`src/rtl/mppt_tracker.sv`:
```
module mppt_tracker #(
  parameter int VW      = 10,
  parameter int IW      = 10,
  parameter int RW      = 10,
  parameter int STEP    = 4,
  parameter int SW_CYC  = 1250,
  parameter int UPD_PER = 256
) (
  input  logic          clk,
  input  logic          rst_n,
  input  logic          enable,
  input  logic [VW-1:0] v_in,
  input  logic [IW-1:0] i_in,
  input  logic [VW-1:0] v_out,
  input  logic [VW-1:0] ov_limit,
  input  logic [VW-1:0] reg_limit,
  output logic [RW-1:0] ref_code,
  output logic          step_up,
  output logic          upd_pulse
);

  localparam int PW  = VW + IW;
  localparam int SCW = $clog2(SW_CYC + 1);
  localparam int PCW = $clog2(UPD_PER + 1);
  localparam logic [RW-1:0] REF_MIN = RW'((2 ** RW) * 5 / 100);
  localparam logic [RW-1:0] REF_MAX = RW'((2 ** RW) * 90 / 100);

  logic [SCW-1:0] sw_cnt;
  logic [PCW-1:0] per_cnt;
  logic [PW-1:0]  p_now, p_prev;
  logic [RW:0]    up_sum, dn_floor;
  logic [RW-1:0]  ref_up, ref_dn;
  logic           sw_end, per_end, tick, ov_hit, reg_hit, dir_nxt;

  assign p_now    = PW'(v_in) * PW'(i_in);
  assign sw_end   = (sw_cnt == SCW'(SW_CYC - 1));
  assign per_end  = (per_cnt == PCW'(UPD_PER - 1));
  assign tick     = enable && sw_end && per_end;
  assign ov_hit   = (v_out > ov_limit);
  assign reg_hit  = (v_out > reg_limit);
  assign dir_nxt  = reg_hit ? 1'b0 : ((p_now > p_prev) ? step_up : ~step_up);

  assign up_sum   = {1'b0, ref_code} + (RW+1)'(STEP);
  assign dn_floor = {1'b0, REF_MIN} + (RW+1)'(STEP);
  assign ref_up   = (up_sum > {1'b0, REF_MAX}) ? REF_MAX : up_sum[RW-1:0];
  assign ref_dn   = ({1'b0, ref_code} < dn_floor) ? REF_MIN : ref_code - RW'(STEP);

  always_ff @(posedge clk) begin
    if (!rst_n || !enable) begin
      sw_cnt    <= '0;
      per_cnt   <= '0;
      p_prev    <= '0;
      step_up   <= 1'b1;
      ref_code  <= REF_MIN;
      upd_pulse <= 1'b0;
    end else begin
      if (sw_end) begin
        sw_cnt  <= '0;
        per_cnt <= per_end ? '0 : per_cnt + 1'b1;
      end else begin
        sw_cnt  <= sw_cnt + 1'b1;
      end
      if (tick) p_prev <= p_now;
      if (ov_hit) begin
        ref_code <= REF_MIN;
        step_up  <= 1'b0;
      end else if (tick) begin
        step_up  <= dir_nxt;
        ref_code <= dir_nxt ? ref_up : ref_dn;
      end
      upd_pulse <= tick;
    end
  end

endmodule

```
`config.mk`:
```
export PLATFORM = sky130hd
export DESIGN_NAME = mppt_tracker
export DESIGN_NICKNAME = d
export VERILOG_FILES = /design/src/rtl/mppt_tracker.sv
export SDC_FILE = /design/constraint.sdc
export NUM_CORES = 1
export LEC_CHECK = 0
export CAP_MARGIN = 10
export CORE_MARGIN = 5
export CORE_UTILIZATION = 60
export DETAILED_ROUTE_END_ITERATION = 6
export PLACE_DENSITY = 0.82
export SYNTH_ARGS = -nofsm -noshare
export SYNTH_HDL_FRONTEND = slang
export SYNTH_SLANG_ARGS = --single-unit
```
`constraint.sdc`:
```
create_clock -name clk -period 10.23 [get_ports clk]
set_input_delay 1.5345 -clock clk [delete_from_list [all_inputs] [get_ports clk]]
set_output_delay 1.5345 -clock clk [all_outputs]
set_load 0.05 [all_outputs]
```
==> results.md, run 1 <==
- 1st-iter DRT viols: 260
- Main area contributors after synthesis: ha_1 (19%), fa_1 (18%), dfxtp_1 (15%), and2_1 (7.0%), inv_1 (6.0%)
- DP Wirelength: roughly 12 mm
- Clock sink count: 52
- Clock root buffer: clkbuf_16
- Crit Path Class: input pin to register
- First-pass GRT wire length: 26.0 mm
- CTS buffer count: 5
- Async set or reset register ratio after synthesis: 0%
- Syn Nets: 1037
- Site Rows: 39
- Nets: 1083
- Data arrival time of the critical path: 9.06 ns
- Final std cells w/o fill: roughly 1000
- Largest net degree at the start of global routing: 25
- Critical-path top delay cell: clkdlybuf4s50_1
- Placed insts: 1002
- Effective utilization at floorplan: around 60%
- Routed wire per std cell: 15.2 um
- Top cell by count, worst path: fa_1
- Seq/Total Area, Yosys: 15.2%
- Antenna Nets Post-Route: 0
- # diodes: 0
- CP Launch Type: input pin
- Final cycle utilization of the critical path: 87.0%
- Clock slew at reported path FFs: 0.07 ns
- Syn_area_per_cell: 8.33 um2
- Filler cells: between 900 and 1000
- Total Wirelength: 15.3 mm
- Clk_lat worst skew: slightly below 0.3 ns
- FF-to-FF setup slack: 7.30 ns
- Post-Synthesis Cells: 820
- Power Density: 206 nW/um2
- I/O pins: 65
- Final Hold Viols: 0
- Tot GR Track Use: 23.1%
- H-tree depth: 2
- Synth unique cells: 68
- Yosys reg bits: between 50 and 60
- Clock Tree Buf Depth: 2
- PortBufs: 64
- Min-Delay Path Class: register to register
- Hold-fix buffers at CTS: 0
- Via-to-Cell Ratio: between 5 and 6
- Final min period: 8.90 ns
- Max-slew headroom: 41.8%
- Final Max Slew Viols: 0
- Top-area cell type share of the netlist area: 18.7%
- Core Box Area: 11300 um2
- Status: completed
- Most common cell in the synthesized netlist: inv_1
- Final setup viols: 0
- Area grow syn2layout: 12.9%
- PostCTS Resize Cnt: 0
- Syn. warnings: 0
- Netlist area before placement: roughly 6800 um2
- Main synth FF type: dfxtp_1
- CTS tree: built
- FMAX: between 100 and 150 MHz
- Clock skew: 0.00647 ns
- Vert. Die Dim: 117 um
- Remaining routing DRC violations: 0
- CP top delay family: adder cells
- Worst-case vdd ir drop: between 0.00015 and 0.0002 V
- Yosys top cell by area: ha_1
- Initial antenna violation count: 0
- Static leakage: approximately 3.5 nW
- GRT overflow: 0
- CP endpoint kind: register
- Die Width: between 100 and 150 um
- Gpl congestion: 0.892
- Share of cells above drive strength 1: 1.96%
- Post CTS Setup Buffer Count: 0
- CP Data Required Time: 10.39 ns
- Die ar.: 13600 um2
- CP Buf/Inv Count: 4
- Drt pass-1 iters: 6
- Number of global-route vias before repair: about 5900
- Setup Total Neg Slack: 0 ns
- Worst slew pin tran: 0.871 ns
- Vias: 5805
- Synth cell count leaders: inv_1 (109), ha_1 (102), nand2_1 (91), and2_1 (76), fa_1 (62)
- RSZ-0062 raised after global routing: false
- Post-synth EDFFs: 0
- CP Max Fanout: 12
- CP peak stage delay: about 0.75 ns
- Number of max-cap violations: 0
## kinds of logic (layout without fill, tap and decap cells)
logic type | Yosys count | after routing | share of synthesized area, %
AO/OA/AOI/OAI | 129 | 129 | 12.5
XOR/XNOR | 32 | 32 | 4.10
adder cells (fa/ha/maj) | 165 | 165 | 37.0
buffers and inverters | 134 | 181 | 7.49
flip-flops | 52 | 52 | 15.2
multiplexers | 2 | 2 | 0.293
AND/OR/NAND/NOR | 306 | 306 | 23.4
## state kept, by name (all words and copies together), names as in the netlist
name	flops
per_cnt	9
p_prev	20
ref_code	10
sw_cnt	11
step_up	1
upd_pulse	1
## routing by layer
metal	wire length, um	up-vias	share of wire, %	track usage (%)
met2	7710	147	50	42.0
met4	150	0	0.98	4.36
met3	798	18	5.2	2.85
li1	-	2852	-	-
met1	6650	2788	43	29.6
met5	0	-	0	0
## power by group
part	total (mW)	internal, mW	leakage (nW)	switching [mW]
logic	1.20	0.493	2.99	0.702
clock network	0.192	0.117	0.0815	0.0756
registers	0.204	0.203	0.419	0.000794
total	1.59	0.813	3.49	0.778
## final timing paths
kind / to / cells past startpoint / startpoint
setup reg to reg: ref_code[2]$_SDFFE_PP0P_ / 7 / sw_cnt[5]$_SDFF_PP0_
hold / removal: per_cnt[8]$_SDFFE_PP0N_ / 1 / per_cnt[8]$_SDFFE_PP0N_
setup / recovery: ref_code[4]$_SDFFE_PP1P_ / 27 / v_in[3]
hold reg to reg: per_cnt[8]$_SDFFE_PP0N_ / 1 / per_cnt[8]$_SDFFE_PP0N_
## cell usage in the layout, fill, tap and decap left out, drive strengths merged, types with 26 or more instances in the layout
| cell type | Yosys | layout |
|---|---|---|
| inv | 109 | 110 |
| ha | 102 | 102 |
| nand2 | 91 | 91 |
| and2 | 76 | 76 |
| clkdlybuf4s50 | 0 | 64 |
| fa | 62 | 62 |
| dfxtp | 52 | 52 |
| nor2 | 46 | 46 |
| a21oi | 46 | 46 |
| nand3 | 26 | 26 |
## cell type report
cell class	count	area, um2	area share (%)
Sequential cell	52	1040	13.5
Clock inverter	2	38.8	0.503
Multi-Input combinational cell	634	5280	68.4
Inverter	109	409	5.30
Clock buffer	6	129	1.67
Tap cell	143	179	2.32
Timing Repair Buffer	64	641	8.30
## worst reg2reg max path, stage by stage (launching register included)
cell     delay, ns
dfxtp_1       0.38
and3_1        0.21
nand4_1       0.13
nor4_2        0.43
and2_1        0.73
nand2_1       0.39
or3_1         0.44
a21oi_1       0.15
## per-stage QoR
step                util (%)  area (um2)  power (mW)  worst slack, ns  hold slack [ns]
floorplan                  -        6830        1.12             2.07            0.428
global placement        67.0        7550        1.32             1.26            0.434
detailed placement      67.0        7550        1.37             1.07            0.440
CTS                     68.5        7720        1.59             1.36            0.450
global route            68.5        7720        1.77            0.916            0.468
finish                  68.5        7720        1.59             1.33            0.448
Note: power is estimated with default switching activity, not from simulation.
==> run 2: changes to the inputs <==
==> constraint.sdc (replaced) <==
create_clock -name clk -period 8.3 [get_ports clk]
set_input_delay 1.245 -clock clk [delete_from_list [all_inputs] [get_ports clk]]
set_output_delay 1.245 -clock clk [all_outputs]
set_load 0.05 [all_outputs]
==> run 2 against run 1 <==
  * Die area stayed put
  * Count of clock-buffer cells in the layout stayed put
  * Core utilization is 4.4 points higher
  * Non-clock buffer count is 54 higher
  * First-iteration DRC count is 15% higher
  * Cell count is 5.3% higher
  * Critical path type unchanged
  * Hold slack better by 0.012 ns
==> results.md, run 2 (same netlist as run 1, synthesis figures left out) <==
- Remaining routing DRC violations: 0
- DP Wirelength: roughly 13 mm
- Hold-fix buffers at CTS: 0
- Number of global-route vias before repair: 6091
- Final Max Slew Viols: 0
- Largest registers: p_prev: 20 flops, sw_cnt: 11 flops, ref_code: 10 flops
- FMAX: 125 MHz
- Gpl congestion: approximately 0.89
- RSZ-0062 raised after global routing: false
- CP Launch Type: input pin
- Largest net degree at the start of global routing: 25
- First-pass GRT wire length: 26.8 mm
- CP peak stage delay: 0.55 ns
- CP top delay family: adder cells
- Final cycle utilization of the critical path: between 90% and 100%
- 1st-iter DRT viols: 298
- Initial antenna violation count: 0
- Final min period: 8.01 ns
- Most frequent cells in the layout: inv_1 (109), ha_1 (101), nand2_1 (90)
- Final std cells w/o fill: 1064
- Switching pwr: between 1 and 1.5 mW
- Placed insts: 1052
- Critical-path top delay cell: fa_1
- Worst-case vdd ir drop: between 0.0002 and 0.00025 V
- # diodes: 0
- GRT overflow: 0
- Die Width: approximately 120 um
- Effective utilization at floorplan: 60.6%
- CTS buffer count: 5
- Switching Share: 47.7%
- CP endpoint kind: register
- Clock power frac: 9.7%
- Via-to-Cell Ratio: 5.74
- Worst slew pin tran: 0.877 ns
- Drt pass-1 iters: 5
- Site Rows: 39
- Power Density: 259 nW/um2
- Max-slew headroom: 41.4%
- I/O pins: 65
- CTS tree: built
- CP Max Fanout: 7
- CP Data Required Time: 8.52 ns
- Tot Pwr: 2.12 mW
- Die ar.: approximately 14000 um2
- Clock slew at reported path FFs: 0.07 ns
- Most common cell after layout, fill and taps aside: inv_1
- Clock root buffer: clkbuf_16
- Part of the power in registers: 11.8%
- Min-Delay Path Class: register to register
- Share of cells above drive strength 1: 9.23%
- Status: completed
- Clk_lat worst skew: 0.29 ns
- Routed wire per std cell: about 15 um
- Vert. Die Dim: 117 um
- Biggest register: p_prev
- Vias: 6104
- Data arrival time of the critical path: 8.24 ns
- Clock sink count: 52
- Final Hold Viols: 0
- Clock skew: between 0.008 and 0.009 ns
- Clock Tree Buf Depth: 2
- Final setup viols: 0
- Number of max-cap violations: 0
- CP Buf/Inv Count: 7
- Core Box Area: 11300 um2
- Crit Path Class: input pin to register
- H-tree depth: 2
- Power Internal: 1.11 mW
- Tot GR Track Use: 23.8%
- Total Wirelength: 16.3 mm
- Largest register FFs: 20
- Nets: 1137
- Static leakage: 3.85 nW
- Area grow syn2layout: 20.1%
- Antenna Nets Post-Route: 0
- PortBufs: 64
- Comb pwr share: 78.5%
## run 2: path summary, 6_finish.rpt
kind	start	to	slack [ns]	cells past startpoint
setup / recovery	i_in[6]	ref_code[2]$_SDFFE_PP0P_	0.29	29
hold / removal	per_cnt[8]$_SDFFE_PP0N_	per_cnt[8]$_SDFFE_PP0N_	0.46	1
setup reg to reg	sw_cnt[5]$_SDFF_PP0_	ref_code[1]$_SDFFE_PP1P_	5.37	8
hold reg to reg	per_cnt[8]$_SDFFE_PP0N_	per_cnt[8]$_SDFFE_PP0N_	0.46	1
## run 2: timing repair
item / in CTS / in global routing
setup endpoints to repair: 5 / 11
pin swaps: 1 / 9
buffers inserted: 1 / 3
gates resized for setup: 1 / 32
## run 2: power by group through the flow
stage | logic, mW | clock network (mW) | registers (mW)
finish | 1.67 | 0.206 | 0.251
global route | 1.89 | 0.219 | 0.251
CTS | 1.61 | 0.207 | 0.251
detailed placement | 1.56 | 0 | 0.257
global placement | 1.50 | 0 | 0.257
floorplan | 1.12 | 0 | 0.258
## run 2: final cells by class
| cell class | count | area, um2 |
|---|---|---|
| well taps | 143 | 179 |
| clock inverters | 2 | 16.3 |
| flip-flops and latches | 52 | 1040 |
| fillers | 856 | 3060 |
| repair buffers | 118 | 1090 |
| inverters | 109 | 409 |
| clock buffers | 6 | 129 |
| multi-input cells | 634 | 5350 |
## run 2: per-layer routing
metal  GRT usage, %  part of all wire (%)
met1           31.1                    44
met4           5.81                   1.6
met3           2.64                   4.4
met2           42.0                    50
met5              0                     0
## run 2: stage by stage
stage          setup TNS (ns)  utilization (%)  instance area [um2]  hold WS (ns)  setup slack, ns
6_report                    0             72.8                 8210         0.459            0.285
3_5_place_dp            -3.00             70.3                 7930         0.450           -0.348
4_1_cts                     0             71.7                 8080         0.459           0.0126
5_1_grt                     0             72.8                 8210         0.477           0.0100
2_1_floorplan               0                -                 6830         0.428            0.425
3_3_place_gp           -0.444             70.3                 7930         0.433           -0.113
==> run 3: changes to the inputs <==
--- a/config.mk
+++ b/config.mk
@@ -6,7 +6,7 @@
 export NUM_CORES = 1
 export LEC_CHECK = 0
 export CAP_MARGIN = 10
-export CORE_MARGIN = 5
+export CORE_MARGIN = 2
 export CORE_UTILIZATION = 60
 export DETAILED_ROUTE_END_ITERATION = 6
 export PLACE_DENSITY = 0.82
==> constraint.sdc (replaced) <==
create_clock -name clk -period 9.4 [get_ports clk]
set_input_delay 1.41 -clock clk [delete_from_list [all_inputs] [get_ports clk]]
set_output_delay 1.41 -clock clk [all_outputs]
set_load 0.05 [all_outputs]
==> run 3 against run 2 <==
  * Setup slack gained 0.18 ns
  * Critical path depth is the same
  * Sequential power shrank 12%
  * Clock power grew 3%
  * Register-to-register slack gained 1.0 ns
  * Wire length shrank 4.6%
  * Hold slack gained 0.0012 ns
  * Core utilization shrank 2.5 points
  * Largest cell class unchanged
  * Highest routed layer unchanged
==> results.md, run 3 (same netlist as run 1, synthesis figures left out) <==
- # diodes: 0
- Core Box Area: 11000 um2
- Drt pass-1 iters: 5
- Clk_lat worst skew: 0.29 ns
- Initial antenna violation count: 0
- Most frequent cells in the layout: inv_1 (109), ha_1 (102), nand2_1 (91)
- Final setup viols: 0
- Data arrival time of the critical path: 9.11 ns
- Critical-path top delay cell: clkdlybuf4s50_1
- CP Max Fanout: 12
- Gpl congestion: 0.904
- CTS tree: built
- CP Data Required Time: 9.57 ns
- Clock skew: 0.00598 ns
- Min-Delay Path Class: register to register
- PortBufs: 64
- 1st-iter DRT viols: between 300 and 400
- Antenna Nets Post-Route: 0
- I/O pins: 65
- Die Width: 111 um
- Final min period: 8.94 ns
- CP peak stage delay: 0.72 ns
- Clock sink count: 52
- PostCTS Resize Cnt: 0
- Status: completed
- Largest registers: p_prev: 20 flops, sw_cnt: 11 flops, ref_code: 10 flops
- Via-to-Cell Ratio: 5.81
- Post CTS Setup Buffer Count: 0
- Site Rows: 38
- Max-slew headroom: 42.4%
- Remaining routing DRC violations: 0
- Power Density: around 230 nW/um2
- Hold-fix buffers at CTS: 0
- GRT overflow: 0
- Worst slew pin tran: between 0.8 and 0.9 ns
- Crit Path Class: input pin to register
- Effective utilization at floorplan: a little over 60%
- Largest register FFs: 20
- Area after DPL: 7550 um2
- First-pass GRT wire length: 27.4 mm
- Clock Tree Buf Depth: 2
- Tot GR Track Use: 26.1%
- Multi-input logic area: 5280 um2
- Area grow syn2layout: 13.0%
- DP Wirelength: ~12 mm
- Static leakage: 3.50 nW
- Final Max Slew Viols: 0
- RSZ-0062 raised after global routing: false
- CTS buffer count: 5
- Share of cells above drive strength 1: ~2.1%
- Filler cells: 863
- Clock root buffer: clkbuf_16
- Vert. Die Dim: 111 um
- CP Launch Type: input pin
- FMAX: 112 MHz
- Nets: 1084
- CP endpoint kind: register
- Largest net degree at the start of global routing: 25
- Clock slew at reported path FFs: approximately 0.070 ns
- Die ar.: 12300 um2
- Total Wirelength: 15.5 mm
- Routed wire per std cell: 15.4 um
- Most common cell after layout, fill and taps aside: inv_1
- Placed insts: 1000
- Biggest register: p_prev
- Worst-case vdd ir drop: roughly 0.00017 V
- Final Hold Viols: 0
- Final cycle utilization of the critical path: around 95%
- Setup Total Neg Slack: 0 ns
- H-tree depth: 2
- Number of global-route vias before repair: 6020
- Final instance area: 7720 um2
- Register area: 1040 um2
- Vias: slightly below 6000
- Number of max-cap violations: 0
- Final std cells w/o fill: 1008
- Hold_ws: 0.460 ns
==> run 3: changes by cell type in the layout (fill, tap and decap cells not counted), moves of 2 or more <==
cell / previous run / this run
buf_4: 51 / 1
clkdlybuf4s50_1: 51 / 64
dlymetal6s2s_1: 12 / 0
buf_6: 3 / 0
fa_1: 60 / 62
fa_2: 2 / 0
nor3_1: 7 / 9
nor3_2: 2 / 0
o21ai_0: 20 / 22
o21ai_2: 2 / 0
==> run 3: through the flow <==
step	setup slack, ns	power [mW]	util, %
after floorplan	1.36	1.22	-
after global placement	0.486	1.45	68.8
after detailed placement	0.240	1.51	68.8
after CTS	0.492	1.74	70.3
after global routing	0.0359	1.94	70.3
final	0.460	1.74	70.3
==> run 3: path summary, 6_finish.rpt <==
| check | from | endpoint | slack, ns | cells past startpoint |
|---|---|---|---|---|
| worst min-delay path | p_prev[12]$_SDFFE_PP0P_ | p_prev[12]$_SDFFE_PP0P_ | 0.46 | 2 |
| worst max register to register | sw_cnt[5]$_SDFF_PP0_ | ref_code[1]$_SDFFE_PP1P_ | 6.42 | 8 |
| worst min register to register | p_prev[12]$_SDFFE_PP0P_ | p_prev[12]$_SDFFE_PP0P_ | 0.46 | 2 |
| worst max-delay path | v_in[5] | ref_code[4]$_SDFFE_PP1P_ | 0.46 | 29 |
==> run 3: power by group <==
group,switching [mW],internal [mW],leakage (nW),total (mW)
Sequential,0.000845,0.221,0.419,0.222
Combinational,0.769,0.543,3.00,1.31
Clock,0.0848,0.127,0.0815,0.212
Total,0.855,0.890,3.50,1.74
==> run 3: per-layer routing <==
metal	track usage, %	wire, um	up-vias	part of all wire [%]
met2	45.6	7940	131	51
li1	-	-	2848	-
met3	3.61	586	33	3.8
met5	0	0	-	0
met4	6.33	289	0	1.9
met1	34.2	6710	2848	43
==> run 3: worst max-delay path: cells and delay by family <==
family | cells | cell delay, ns
buffers and inverters | 6 | 0.98
xor gates and xnor gates | 1 | 0.15
and+or+nand+nor | 6 | 1.51
adders and majority gates | 7 | 3.28
AOI/OAI and AO/OA | 9 | 1.80
==> run 3: layout make-up <==
class	instances	area share [%]
multi-input cells	634	68.4
clock buffers	6	1.67
repair buffers	65	8.39
flip-flops and latches	52	13.5
inverters	109	5.30
clock inverters	2	0.502
well taps	140	2.27
